===== config.mk =====
export PLATFORM = sky130hd
export DESIGN_NAME = des_cbc_scan
export DESIGN_NICKNAME = d
export VERILOG_FILES = /design/src/rtl/des_pkg.sv /design/src/rtl/des_round.sv /design/src/rtl/des_datapath.sv /design/src/rtl/des_control.sv /design/src/rtl/des_cbc_scan.sv
export SDC_FILE = /design/constraint.sdc
export NUM_CORES = 1
export LEC_CHECK = 0
export ABC_AREA = 0
export BUFFER_PORTS_ARGS = -buffer_cell sky130_fd_sc_hd__buf_4
export CORE_MARGIN = 2
export CORE_UTILIZATION = 55
export DETAILED_ROUTE_END_ITERATION = 6
export PLACE_DENSITY = 0.76
export SLEW_MARGIN = 20
export SYNTH_ARGS = -nofsm -noshare
export SYNTH_HDL_FRONTEND = slang
export SYNTH_SLANG_ARGS = --single-unit

===== constraint.sdc =====
create_clock -name clk -period 5.28 [get_ports clk]
set_input_delay 0.792 -clock clk [delete_from_list [all_inputs] [get_ports clk]]
set_output_delay 0.792 -clock clk [all_outputs]
set_load 0.01 [all_outputs]

===== src/rtl/des_pkg.sv =====
`timescale 1ns/1ps
package des_pkg;

  localparam int BLOCK_W  = 64;
  localparam int HALF_W   = BLOCK_W / 2;
  localparam int KEY_W    = 56;
  localparam int SUBKEY_W = 48;
  localparam int ROUNDS   = 16;
  localparam int RIDX_W   = $clog2(ROUNDS);
  localparam int CHAIN_W  = 2 * BLOCK_W + 2 * HALF_W;
  localparam int NUM_SBOX = SUBKEY_W / 6;

  typedef enum logic [1:0] {ST_IDLE, ST_PREP, ST_RUN} ctrlState_e;

  typedef struct packed {
    logic loadIn;
    logic loadLR;
    logic doRound;
    logic lastRound;
    logic scanShift;
  } ctrlStrobe_t;

  // substitution boxes: nibble n (MSB first) is the entry at row*16+col
  localparam logic [255:0] SBOX_TAB [NUM_SBOX] = '{
    256'he4d12fb83a6c5907_0f74e2d1a6cb9538_41e8d62bfc973a50_fc8249175b3ea06d,
    256'hf18e6b34972dc05a_3d47f28ec01a69b5_0e7ba4d158c6932f_d8a13f42b67c05e9,
    256'ha09e63f51dc7b428_d709346a285ecbf1_d6498f30b12c5ae7_1ad069874fe3b52c,
    256'h7de3069a1285bc4f_d8b56f03472c1ae9_a690cb7df13e5284_3f06a1d8945bc72e,
    256'h2c417ab6853fd0e9_eb2c47d150fa3986_421bad78f9c5630e_b8c71e2d6f09a453,
    256'hc1af92680d34e75b_af427c9561de0b38_9ef528c3704a1db6_432c95fabe17608d,
    256'h4b2ef08d3c975a61_d0b7491ae35c2f86_14bdc37eaf680592_6bd814a7950fe23c,
    256'hd2846fb1a93e50c7_1fd8a374c56b0e92_7b419ce206adf358_21e74a8dfc90356b
  };

  localparam logic [6:0] P_TAB [HALF_W] = '{
    7'd16, 7'd7,  7'd20, 7'd21, 7'd29, 7'd12, 7'd28, 7'd17,
    7'd1,  7'd15, 7'd23, 7'd26, 7'd5,  7'd18, 7'd31, 7'd10,
    7'd2,  7'd8,  7'd24, 7'd14, 7'd32, 7'd27, 7'd3,  7'd9,
    7'd19, 7'd13, 7'd30, 7'd6,  7'd22, 7'd11, 7'd4,  7'd25
  };

  localparam logic [6:0] PC1_TAB [KEY_W] = '{
    7'd57, 7'd49, 7'd41, 7'd33, 7'd25, 7'd17, 7'd9,  7'd1,
    7'd58, 7'd50, 7'd42, 7'd34, 7'd26, 7'd18, 7'd10, 7'd2,
    7'd59, 7'd51, 7'd43, 7'd35, 7'd27, 7'd19, 7'd11, 7'd3,
    7'd60, 7'd52, 7'd44, 7'd36, 7'd63, 7'd55, 7'd47, 7'd39,
    7'd31, 7'd23, 7'd15, 7'd7,  7'd62, 7'd54, 7'd46, 7'd38,
    7'd30, 7'd22, 7'd14, 7'd6,  7'd61, 7'd53, 7'd45, 7'd37,
    7'd29, 7'd21, 7'd13, 7'd5,  7'd28, 7'd20, 7'd12, 7'd4
  };

  localparam logic [6:0] PC2_TAB [SUBKEY_W] = '{
    7'd14, 7'd17, 7'd11, 7'd24, 7'd1,  7'd5,  7'd3,  7'd28,
    7'd15, 7'd6,  7'd21, 7'd10, 7'd23, 7'd19, 7'd12, 7'd4,
    7'd26, 7'd8,  7'd16, 7'd7,  7'd27, 7'd20, 7'd13, 7'd2,
    7'd41, 7'd52, 7'd31, 7'd37, 7'd47, 7'd55, 7'd30, 7'd40,
    7'd51, 7'd45, 7'd33, 7'd48, 7'd44, 7'd49, 7'd39, 7'd56,
    7'd34, 7'd53, 7'd46, 7'd42, 7'd50, 7'd36, 7'd29, 7'd32
  };

  // source bit (1-based from MSB) of initial-permutation output position i
  function automatic int ipSource(input int i);
    int row, col;
    row = i / 8;
    col = i % 8;
    if (row < 4) return 58 + 2 * row - 8 * col;
    else         return 57 + 2 * (row - 4) - 8 * col;
  endfunction

  function automatic logic [BLOCK_W-1:0] initPerm(input logic [BLOCK_W-1:0] x);
    logic [BLOCK_W-1:0] y;
    for (int i = 0; i < BLOCK_W; i++) y[BLOCK_W-1-i] = x[BLOCK_W-ipSource(i)];
    return y;
  endfunction

  function automatic logic [BLOCK_W-1:0] finalPerm(input logic [BLOCK_W-1:0] x);
    logic [BLOCK_W-1:0] y;
    for (int i = 0; i < BLOCK_W; i++) y[BLOCK_W-ipSource(i)] = x[BLOCK_W-1-i];
    return y;
  endfunction

  function automatic logic [SUBKEY_W-1:0] expandHalf(input logic [HALF_W-1:0] r);
    logic [SUBKEY_W-1:0] y;
    for (int j = 0; j < SUBKEY_W; j++) begin
      int src;
      src = ((4 * (j / 6) + (j % 6) + HALF_W - 1) % HALF_W) + 1;
      y[SUBKEY_W-1-j] = r[HALF_W-src];
    end
    return y;
  endfunction

  function automatic logic [3:0] sboxLookup(input int box, input logic [5:0] six);
    int n;
    n = 16 * int'({six[5], six[0]}) + int'(six[4:1]);
    return SBOX_TAB[box][255-4*n -: 4];
  endfunction

  function automatic logic [HALF_W-1:0] roundPerm(input logic [HALF_W-1:0] x);
    logic [HALF_W-1:0] y;
    for (int j = 0; j < HALF_W; j++) y[HALF_W-1-j] = x[HALF_W-int'(P_TAB[j])];
    return y;
  endfunction

  // 56-bit key -> 64-bit form with zero parity bits -> choice 1
  function automatic logic [KEY_W-1:0] keyChoice1(input logic [KEY_W-1:0] k);
    logic [BLOCK_W-1:0] wide;
    logic [KEY_W-1:0]   y;
    wide = '0;
    for (int b = 0; b < 8; b++) wide[BLOCK_W-1-8*b -: 7] = k[KEY_W-1-7*b -: 7];
    for (int j = 0; j < KEY_W; j++) y[KEY_W-1-j] = wide[BLOCK_W-int'(PC1_TAB[j])];
    return y;
  endfunction

  function automatic logic [SUBKEY_W-1:0] keyChoice2(input logic [KEY_W-1:0] cd);
    logic [SUBKEY_W-1:0] y;
    for (int j = 0; j < SUBKEY_W; j++) y[SUBKEY_W-1-j] = cd[KEY_W-int'(PC2_TAB[j])];
    return y;
  endfunction

  function automatic logic singleShift(input logic [RIDX_W-1:0] idx);
    return (idx == 0) || (idx == 1) || (idx == 8) || (idx == RIDX_W'(ROUNDS - 1));
  endfunction

endpackage


===== src/rtl/des_round.sv =====
`timescale 1ns/1ps
module des_round
  import des_pkg::*;
(
  input  logic [HALF_W-1:0] lIn,
  input  logic [HALF_W-1:0] rIn,
  input  logic [KEY_W-1:0]  cdIn,
  input  logic [RIDX_W-1:0] roundIdx,
  output logic [HALF_W-1:0] lOut,
  output logic [HALF_W-1:0] rOut,
  output logic [KEY_W-1:0]  cdOut
);
  localparam int CD_W = KEY_W / 2;

  logic [CD_W-1:0]     cHalf, dHalf, cNext, dNext;
  logic [SUBKEY_W-1:0] subKey, mixed;
  logic [HALF_W-1:0]   sOut, fOut;

  assign cHalf = cdIn[KEY_W-1:CD_W];
  assign dHalf = cdIn[CD_W-1:0];

  always_comb begin
    if (singleShift(roundIdx)) begin
      cNext = {cHalf[CD_W-2:0], cHalf[CD_W-1]};
      dNext = {dHalf[CD_W-2:0], dHalf[CD_W-1]};
    end else begin
      cNext = {cHalf[CD_W-3:0], cHalf[CD_W-1 -: 2]};
      dNext = {dHalf[CD_W-3:0], dHalf[CD_W-1 -: 2]};
    end
  end

  assign cdOut  = {cNext, dNext};
  assign subKey = keyChoice2(cdOut);
  assign mixed  = expandHalf(rIn) ^ subKey;

  for (genvar g = 0; g < NUM_SBOX; g++) begin : gSbox
    assign sOut[HALF_W-1-4*g -: 4] = sboxLookup(g, mixed[SUBKEY_W-1-6*g -: 6]);
  end

  assign fOut = roundPerm(sOut);
  assign lOut = rIn;
  assign rOut = lIn ^ fOut;
endmodule


===== src/rtl/des_datapath.sv =====
`timescale 1ns/1ps
module des_datapath
  import des_pkg::*;
(
  input  logic               clk,
  input  logic               rstN,
  input  ctrlStrobe_t        strobe,
  input  logic [RIDX_W-1:0]  roundIdx,
  input  logic [BLOCK_W-1:0] plainIn,
  input  logic [KEY_W-1:0]   keyIn,
  input  logic               scanIn,
  output logic [BLOCK_W-1:0] cipherOut,
  output logic               scanOut
);
  logic [BLOCK_W-1:0] inReg, outReg;
  logic [HALF_W-1:0]  lReg, rReg, lNext, rNext;
  logic [KEY_W-1:0]   cdReg, cdNext;
  logic [CHAIN_W-1:0] chainNow, chainShifted;

  des_round u_round (
    .lIn      (lReg),
    .rIn      (rReg),
    .cdIn     (cdReg),
    .roundIdx (roundIdx),
    .lOut     (lNext),
    .rOut     (rNext),
    .cdOut    (cdNext)
  );

  assign chainNow     = {inReg, lReg, rReg, outReg};
  assign chainShifted = {scanIn, chainNow[CHAIN_W-1:1]};

  // scannable data registers
  always_ff @(posedge clk or negedge rstN) begin
    if (!rstN) begin
      inReg  <= '0;
      lReg   <= '0;
      rReg   <= '0;
      outReg <= '0;
    end else if (strobe.scanShift) begin
      {inReg, lReg, rReg, outReg} <= chainShifted;
    end else begin
      if (strobe.loadIn)    inReg <= plainIn ^ outReg;
      if (strobe.loadLR)    {lReg, rReg} <= initPerm(inReg);
      if (strobe.doRound) begin
        lReg <= lNext;
        rReg <= rNext;
      end
      if (strobe.lastRound) outReg <= finalPerm({rNext, lNext});
    end
  end

  // key-schedule register, outside the scan chain
  always_ff @(posedge clk or negedge rstN) begin
    if (!rstN)                                  cdReg <= '0;
    else if (!strobe.scanShift && strobe.loadIn) cdReg <= keyChoice1(keyIn);
    else if (!strobe.scanShift && strobe.doRound) cdReg <= cdNext;
  end

  assign cipherOut = outReg;
  assign scanOut   = chainNow[0];
endmodule


===== src/rtl/des_control.sv =====
`timescale 1ns/1ps
module des_control
  import des_pkg::*;
(
  input  logic              clk,
  input  logic              rstN,
  input  logic              start,
  input  logic              scanEn,
  output ctrlStrobe_t       strobe,
  output logic [RIDX_W-1:0] roundIdx,
  output logic              done,
  output logic              busy
);
  ctrlState_e        state;
  logic [RIDX_W-1:0] roundCnt;
  logic              doneReg;
  logic              lastCnt;

  assign lastCnt = (roundCnt == RIDX_W'(ROUNDS - 1));

  always_comb begin
    strobe.scanShift = scanEn;
    strobe.loadIn    = !scanEn && (state == ST_IDLE) && start;
    strobe.loadLR    = !scanEn && (state == ST_PREP);
    strobe.doRound   = !scanEn && (state == ST_RUN);
    strobe.lastRound = !scanEn && (state == ST_RUN) && lastCnt;
  end

  always_ff @(posedge clk or negedge rstN) begin
    if (!rstN) begin
      state    <= ST_IDLE;
      roundCnt <= '0;
      doneReg  <= 1'b0;
    end else if (scanEn) begin
      doneReg <= 1'b0;
    end else begin
      doneReg <= 1'b0;
      unique case (state)
        ST_IDLE: if (start) state <= ST_PREP;
        ST_PREP: begin
          state    <= ST_RUN;
          roundCnt <= '0;
        end
        ST_RUN: begin
          roundCnt <= roundCnt + 1'b1;
          if (lastCnt) begin
            state   <= ST_IDLE;
            doneReg <= 1'b1;
          end
        end
        default: state <= ST_IDLE;
      endcase
    end
  end

  assign roundIdx = roundCnt;
  assign done     = doneReg;
  assign busy     = (state != ST_IDLE);
endmodule


===== src/rtl/des_cbc_scan.sv =====
`timescale 1ns/1ps
module des_cbc_scan
  import des_pkg::*;
(
  input  logic               clk,
  input  logic               rstN,
  input  logic               start,
  input  logic [BLOCK_W-1:0] plainIn,
  input  logic [KEY_W-1:0]   keyIn,
  output logic [BLOCK_W-1:0] cipherOut,
  output logic               done,
  input  logic               scanEn,
  input  logic               scanIn,
  output logic               scanOut
);
  ctrlStrobe_t       strobe;
  logic [RIDX_W-1:0] roundIdx;
  logic              busyInt;

  des_control u_ctrl (
    .clk      (clk),
    .rstN     (rstN),
    .start    (start),
    .scanEn   (scanEn),
    .strobe   (strobe),
    .roundIdx (roundIdx),
    .done     (done),
    .busy     (busyInt)
  );

  des_datapath u_dp (
    .clk       (clk),
    .rstN      (rstN),
    .strobe    (strobe),
    .roundIdx  (roundIdx),
    .plainIn   (plainIn),
    .keyIn     (keyIn),
    .scanIn    (scanIn),
    .cipherOut (cipherOut),
    .scanOut   (scanOut)
  );
endmodule


-- Word level (Yosys, flattened, before mapping)
Cells that the tools add are included.
W data, S select, Z words.
- equality and inequality tests: 7
- reduce and logical (&&, ||, !) cells: 84
- muxes and demuxes: 661
- bitwise gates (word level): 4
- magnitude comparators: 192
- $add $sub $neg: 145
- shifts and indexed selects: 8
- operators by type and width (kind ; number):
    $mux W32 ; 262
    $bwmux W64 ; 64
    $lt A32 B8 Y1 const B ; 128
    $sub A8 B32 Y32 const A ; 128
    $shiftx A259 B10 Y4 const A ; 8
    $ge A32 B1 Y1 const B ; 64
    $bmux W1 S6 ; 64
    $demux W1 S6 ; 64
    $mux W64 ; 4
    $mux W1 ; 195
    $mux W56 ; 2
    $sub A8 B9 Y10 const A ; 8
    $logic_and A1 B1 Y1 ; 71
    $xor A64 B64 Y64 ; 1
    $add A6 B4 Y7 ; 8
    $mux W28 ; 2
    $xor A48 B48 Y48 ; 1
    $xor A32 B32 Y32 ; 1
    $eq A4 B4 Y1 const B ; 2
    $pmux W4 S2 ; 1
    $reduce_bool A2 Y1 ; 4
    $pmux W2 S3 ; 1
    $add A4 B1 Y4 const B ; 1
    $eq A4 B1 Y1 const B ; 1
    13 further kinds ; 16
- output and inout bits: 66
- logic and storage cells: 1109
- register bits: 255
- input bits: 125

-- Logic depth before layout (Yosys ltp)
Gate-level depths: netlist of the first run.
- depth after elaboration: 76
- mapped depth: 18
- depth with buffers taken out: 16

-- By module
Synthesis of the first run repeated with hierarchy kept, for this count alone.
- cells, all modules: 2380
- area, all modules: 21179.1 µm²
- by module, submodules not included (module ; sequential area each (µm²) ; times used ; area an instance (µm²) ; cells each):
    des_datapath ; 6206.0 ; 1 ; 12809.8 ; 1355
    des_round ; 0.0 ; 1 ; 7927.6 ; 983
    des_control ; 175.2 ; 1 ; 441.7 ; 42

-- Least setup slack after synthesis of the first run
OpenSTA, ideal clock, no wires.
- kind: flip-flop to flip-flop
- start: register u_ctrl.roundCnt[0], in the netlist u_ctrl.roundIdx[0]
- end: register u_dp.rReg[25]
- library setup time: 0.126 ns
- path slack: 1.170 ns
- cell stages (with the launch flop): 17
- data arrival time: 3.984 ns
- required time: 5.154 ns
- period minus slack after synthesis: 4.110 ns
- path buffers: 3
- cells stage by stage: dfrtp_1 -> ha_1 -> nand2_1 -> a22oi_4 -> buf_12 -> buf_8 -> mux2i_1 -> xnor2_1 -> inv_1 -> ha_1 -> buf_1 -> nor2_1 -> a2111o_1 -> o221ai_1 -> a22oi_1 -> xnor2_1 -> a221o_1
- cells in the longest elaborated chain, start to end: 12
- elaborated cells on any way between the ends: 15
- classes of those cells: add/sub (2); eq/ne (3); shift (1); mux (3); bitwise (2); reduce/logical (4)
- ends and longest elaborated chain (item ; RTL line ; RTL):
    start, declared ; des_control.sv:15 ; logic [RIDX_W-1:0] roundCnt;
    start signal, assigned ; des_control.sv:45 ; roundCnt <= roundCnt + 1'b1;
    $eq A4 B1 Y1 / $logic_not A4 Y1 (equally long branches) ; des_pkg.sv:121 ; return (idx == 0) || (idx == 1) || (idx == 8) || (idx == RIDX_W'(ROUNDS - 1));
    $logic_or A1 B1 Y1 (2 in series) ; des_pkg.sv:121 ;
    $logic_or A1 B1 Y1 (*) ; des_pkg.sv:121 ;
    $mux W28 (*) ; des_round.sv:23 ; if (singleShift(roundIdx)) begin
    $xor A48 B48 Y48 (*) ; des_round.sv:34 ; assign mixed = expandHalf(rIn) ^ subKey;
    $add A6 B4 Y7 (*) ; des_pkg.sv:94 ; n = 16 * int'({six[5], six[0]}) + int'(six[4:1]);
    $sub A8 B9 Y10 (*) ; des_pkg.sv:95 ; return SBOX_TAB[box][255-4*n -: 4];
    $shiftx A259 B10 Y4 (*) ; des_pkg.sv:95 ;
    $xor A32 B32 Y32 (*) ; des_round.sv:42 ; assign rOut = lIn ^ fOut;
    $mux W32 (*) ; des_datapath.sv:45 ; if (strobe.doRound) begin
    $mux W32 (*) ; des_datapath.sv:40 ; end else if (strobe.scanShift) begin
    end signal, assigned ; des_datapath.sv:41 ; {inReg, lReg, rReg, outReg} <= chainShifted;
    end signal, assigned ; des_datapath.sv:44 ; if (strobe.loadLR) {lReg, rReg} <= initPerm(inReg);
    end signal, assigned ; des_datapath.sv:47 ; rReg <= rNext;
    end, declared ; des_datapath.sv:16 ; logic [HALF_W-1:0] lReg, rReg, lNext, rNext;
Every way passes the cells marked *; elsewhere a longest branch is shown, timed or not.
A chain may end at the register's enable or synchronous reset.

-- Final worst setup path of the first run
- start: register u_ctrl.roundCnt[0], in the netlist u_ctrl.roundIdx[0]
- end: register u_dp.rReg[9]
The elaborated chain is that of the path after synthesis.

==> results_dict.tcl, run 1 <==
set metrics [dict create \
    status "completed" \
    reg2reg_slack_ps 460 \
    synth_ff_type "dfrtp_1" \
    synth-edff-count 0 \
    synthCells 2322 \
    final_nets 2603 \
    hp-class "primary input to async pin" \
    netlist_top_cells_count "nand2_1 (283), dfrtp_1 (255), o21ai_0 (242)" \
    cts.repair.resized 0 \
    cp-start-kind "flop" \
    netlist_area_um2 19800 \
    die_w_um 194 \
    ys_ff_latch 255 \
    clk_latency_ps 560 \
    core_region_area_um2 35500 \
    via_per_inst 6.41 \
    path_common_cell "ha_1" \
    drt_iter0_markers 1944 \
    relSlewSlack 0.232 \
    critPathMaxFanout 15 \
    fin_tns_setup_ps 0 \
    worstMarginPinSlew_ps 1150 \
    grt_first_pass_wirelength_um 102000 \
    area_growth_pct 13.2 \
    vias 18600 \
    max_freq_mhz 207 \
    min_period_over_period 0.913 \
    top_level_ports 191 \
    timing.rr.start "u_ctrl.roundIdx[0]" \
    cts.sinks 255 \
    synth_largest_area_cell "dfrtp_1" \
    drc 0 \
    ant_nets 0 \
    wirelength_um 65900 \
    cts_setup_buffers 0 \
    worstReg2RegEnd "u_dp.rReg[9]" \
    drt_pass1_iterations 5 \
    fin_crit_ps 4820 \
    yosysUniqueCellTypes 89 \
    crit_path_max_incr_delay_ps 610 \
    rsz0062_at_grt "false" \
    grt_util_all_layers 0.341 \
    reg2regPathDepth 13 \
    placement.io_buffers 190 \
    synth_area_leaders "dfrtp_1 (32%), mux2i_1 (7.4%), xnor2_1 (6.2%)" \
    syn_area_per_cell_um2 8.53 \
    synth_most_common_cell "nand2_1" \
    die_area_um2 37500 \
    dpl.hpwl_um 46600 \
    required_ps 5740 \
    fin_skew_ps 20.6 \
    yosys_warnings 0 \
    synth_top_area_frac 0.322 \
    cap_viol_max_count 0 \
    clock-root-buffer "clkbuf_16" \
    ys_seq_area_frac 0.322 \
    synth_fp_nets 2513 \
    antenna_found_initial 0 \
    grt-ovfl-total 0 \
    routabilityCongestion 0.964 \
    endpoint_kind "flop" \
    slew_violations 0 \
    synthArstFlopShare 1.00 \
    path_cells "ha_1 -> nand2_1 -> a22oi_4 -> mux2i_1 -> xor2_2 -> inv_1 -> ha_1 -> nor4_1 -> a211oi_1 -> a2111oi_0 -> a311oi_2 -> and3_1 -> nor3_1" \
    setup_viol 0 \
    crit_path_top_delay_cell "a2111oi_0" \
    arrival_ps 5280 \
    path_clk_slew_ps 60 \
    htreeDepth 1 \
    grt_max_degree 111 \
    cts_buffer_depth 3 \
    die_h_um 194 \
    worst-setup-path-type "flop to flop" \
    cts_tree "yes" \
    drive_gt1_frac 0.162 \
    cts_hold_buf 0 \
    cts_buffers 29 \
    wl_per_cell_um 22.8 \
    grt_pass1_vias 17300 \
    std_cell_rows 69 \
    start_util 0.558 \
    hold_viol 0 \
]
==> critical path, delay by kind of cell, from the launching register on <==
| family | cells | cell delay, ps |
|---|---|---|
| compound gates | 4 | 1390 |
| simple gates | 4 | 940 |
| fa+ha+maj | 2 | 630 |
| mux | 1 | 490 |
| xor+xnor | 1 | 450 |
| flops | 1 | 430 |
| buf+inv | 1 | 370 |
==> layout make-up <==
type | count | area, um2
multi-input cells | 1835 | 12500
fillers | 3026 | 13100
well taps | 461 | 577
clock buffers | 45 | 876
flip-flops and latches | 255 | 6380
inverters | 54 | 203
clock inverters | 8 | 97.6
repair buffers | 237 | 1810
diodes | 1 | 2.50
==> how the worst max path moves through the flow <==
stage,startpoint,endpoint,cells after the start
floorplan,u_ctrl.roundIdx[0],u_dp.rReg[25],16
global placement,u_ctrl.roundIdx[0],u_dp.rReg[2],14
detailed placement,u_ctrl.roundIdx[0],u_dp.rReg[23],14
CTS,u_ctrl.roundIdx[0],u_dp.rReg[9],13
global route,u_ctrl.roundIdx[0],u_dp.rReg[9],13
finish,u_ctrl.roundIdx[0],u_dp.rReg[9],13
==> state kept, by name, summed over array words and instances, names as in the netlist <==
register / count
u_dp.cdReg: 56
u_ctrl.roundIdx: 4
u_dp.cipherOut: 64
u_dp.rReg: 32
u_dp.inReg: 64
u_ctrl.done: 1
u_dp.lReg: 32
u_ctrl.state: 2
==> cells in the final DEF, fill, tap and decap left out, drive strengths merged, types with 11 or more instances in the layout <==
master     n
a2111oi   12
a211oi    24
a21oi    210
a221oi    18
a22oi     54
a31oi     14
and3      15
buf      237
clkbuf    45
dfrtp    255
ha        66
inv       54
mux2      11
mux2i    162
nand2    283
nand3     43
nor2     223
nor3      48
o211ai    26
o21ai    250
o221ai    15
o22ai     15
o31ai     12
or3       15
xnor2    170
xor2      31
==> cell families after synthesis <==
logic type | after synthesis | share of synthesized area
mux | 182 | 0.106
buf+inv | 232 | 0.0510
simple gates | 661 | 0.140
fa+ha+maj | 66 | 0.0417
compound gates | 724 | 0.229
flops | 255 | 0.322
xor+xnor | 202 | 0.110
==> layer usage <==
metal	wire, um	vias up	GRT usage
li1	-	8452	-
met3	5920	166	0.0619
met5	0	-	0.00255
met2	29300	924	0.518
met1	27500	9035	0.477
met4	3210	0	0.152
==> per-stage QoR <==
| step | worst slack, ps | instances | area [um2] | hold WS, ps | util |
|---|---|---|---|---|---|
| floorplan | 1170 | 2322 | 19800 | 467 | - |
| global placement | 772 | 2842 | 21400 | 490 | 0.604 |
| detailed placement | 671 | 2842 | 21400 | 491 | 0.604 |
| CTS | 587 | 2895 | 22400 | 337 | 0.631 |
| global route | 162 | 2895 | 22400 | 359 | 0.632 |
| finish | 460 | 2896 | 22400 | 298 | 0.632 |
Power of run 1 is not shown: default switching activity piles up to over one toggle a cycle in this logic, so the estimate is an artifact.
==> run 2, diff against run 1 <==
CORE_UTILIZATION = 58   (was 55)
PLACE_DENSITY = 0.79   (was 0.76)
clock period = 6.1 ns   (was 5.28 ns; I/O delays follow)
==> results_dict.tcl, run 2 (synthesis gave the netlist of run 1 again) <==
set metrics [dict create \
    top_level_ports 191 \
    worst-setup-path-type "flop to flop" \
    violations "design-rule violations" \
    slew_violations 0 \
    status "finished with violations" \
    grt_first_pass_wirelength_um 103000 \
    area_growth_pct 13.1 \
    cts_hold_buf 0 \
    rsz0062_at_grt "false" \
    fin_skew_ps 20.7 \
    cts_setup_buffers 0 \
    via_per_inst 6.51 \
    placement.io_buffers 190 \
    dpl.hpwl_um 46700 \
    ant_nets 0 \
    hold_viol 0 \
    wl_per_cell_um 23.0 \
    grt-ovfl-total 0 \
    multi_input_area_um2 12500 \
    setup_viol 0 \
    die_w_um 189 \
    fin_tns_setup_ps 0 \
    critPathMaxFanout 30 \
    relSlewSlack 0.261 \
    layout_common_cells "nand2_1 (281), dfrtp_1 (255), o21ai_0 (241), buf_4 (226), nor2_1 (219)" \
    die_area_um2 35600 \
    std_cell_rows 67 \
    cts.repair.resized 0 \
    drt_pass1_iterations 7 \
    cts_buffer_depth 3 \
    drt_iter0_markers 2313 \
    htreeDepth 1 \
    final_nets 2597 \
    clock-root-buffer "clkbuf_16" \
    core_region_area_um2 33600 \
    die_h_um 189 \
    grt_util_all_layers 0.366 \
    endpoint_kind "flop" \
    wirelength_um 66100 \
    clk_latency_ps 580 \
    hp-class "primary input to async pin" \
    routabilityCongestion 1.00 \
    required_ps 6600 \
    drive_gt1_frac 0.161 \
    max_freq_mhz 204 \
    path_clk_slew_ps 70 \
    antenna_found_initial 0 \
    grt_pass1_vias 17400 \
    grt_max_degree 176 \
    cts.sinks 255 \
    final_common_cell "nand2_1" \
    start_util 0.589 \
    whs_ps 301 \
    cap_viol_max_count 0 \
    cts_buffers 29 \
    drc 5 \
    cts_tree "yes" \
    nFillCells 2776 \
    ff_latch_area_um2 6380 \
    vias 18700 \
    cp-start-kind "flop" \
    arrival_ps 5400 \
    min_period_over_period 0.804 \
    worstMarginPinSlew_ps 1100 \
    fin_crit_ps 4900 \
]
==> run 2: final timing paths <==
check                                    from  depth (start not counted)  slack [ps]            endpoint
setup / recovery           u_ctrl.roundIdx[0]                         14        1200        u_dp.rReg[9]
hold / removal                           rstN                          1         300  u_dp.cipherOut[61]
setup reg to reg           u_ctrl.roundIdx[0]                         14        1200        u_dp.rReg[9]
hold reg to reg                u_dp.inReg[25]                          2         510      u_dp.inReg[24]
max in group asynchronous                rstN                          3        4320   u_dp.cipherOut[8]
min in group clk               u_dp.inReg[25]                          2         510      u_dp.inReg[24]
==> run 2: final cells by class <==
type,instances,area share
multi-input combinational,1835,0.557
sequential,255,0.285
timing repair buffer,231,0.0801
clock buffer,38,0.0361
tap,448,0.0250
inverter,54,0.00905
clock inverter,16,0.00810
antenna,1,0.000112
==> run 2: critical path, stage by stage (launching register included) <==
cell	delay (ps)
dfrtp_1	430
ha_1	240
nand2_1	110
a22oi_4	540
buf_12	340
mux2i_1	410
xor2_2	410
inv_1	340
ha_1	370
nor4_1	360
a211oi_1	130
a2111oi_0	560
a311oi_2	140
and3_1	270
nor3_1	150
==> run 2: metrics by stage <==
stage | worst slack [ps] | std cells | cell area (um2) | util
floorplan | 1990 | 2322 | 19800 | -
global placement | 1460 | 2822 | 21400 | 0.636
detailed placement | 1280 | 2822 | 21400 | 0.636
CTS | 1290 | 2876 | 22400 | 0.665
global route | 763 | 2877 | 22400 | 0.666
finish | 1200 | 2878 | 22400 | 0.666
==> run 2: per-layer routing <==
metal | up-vias | track usage | part of all wire
met4 | 0 | 0.168 | 0.054
met3 | 191 | 0.0711 | 0.10
met5 | - | 0 | 0
met1 | 9041 | 0.514 | 0.41
met2 | 1059 | 0.549 | 0.44
li1 | 8451 | - | -
Power of run 2 is left out for the same reason.
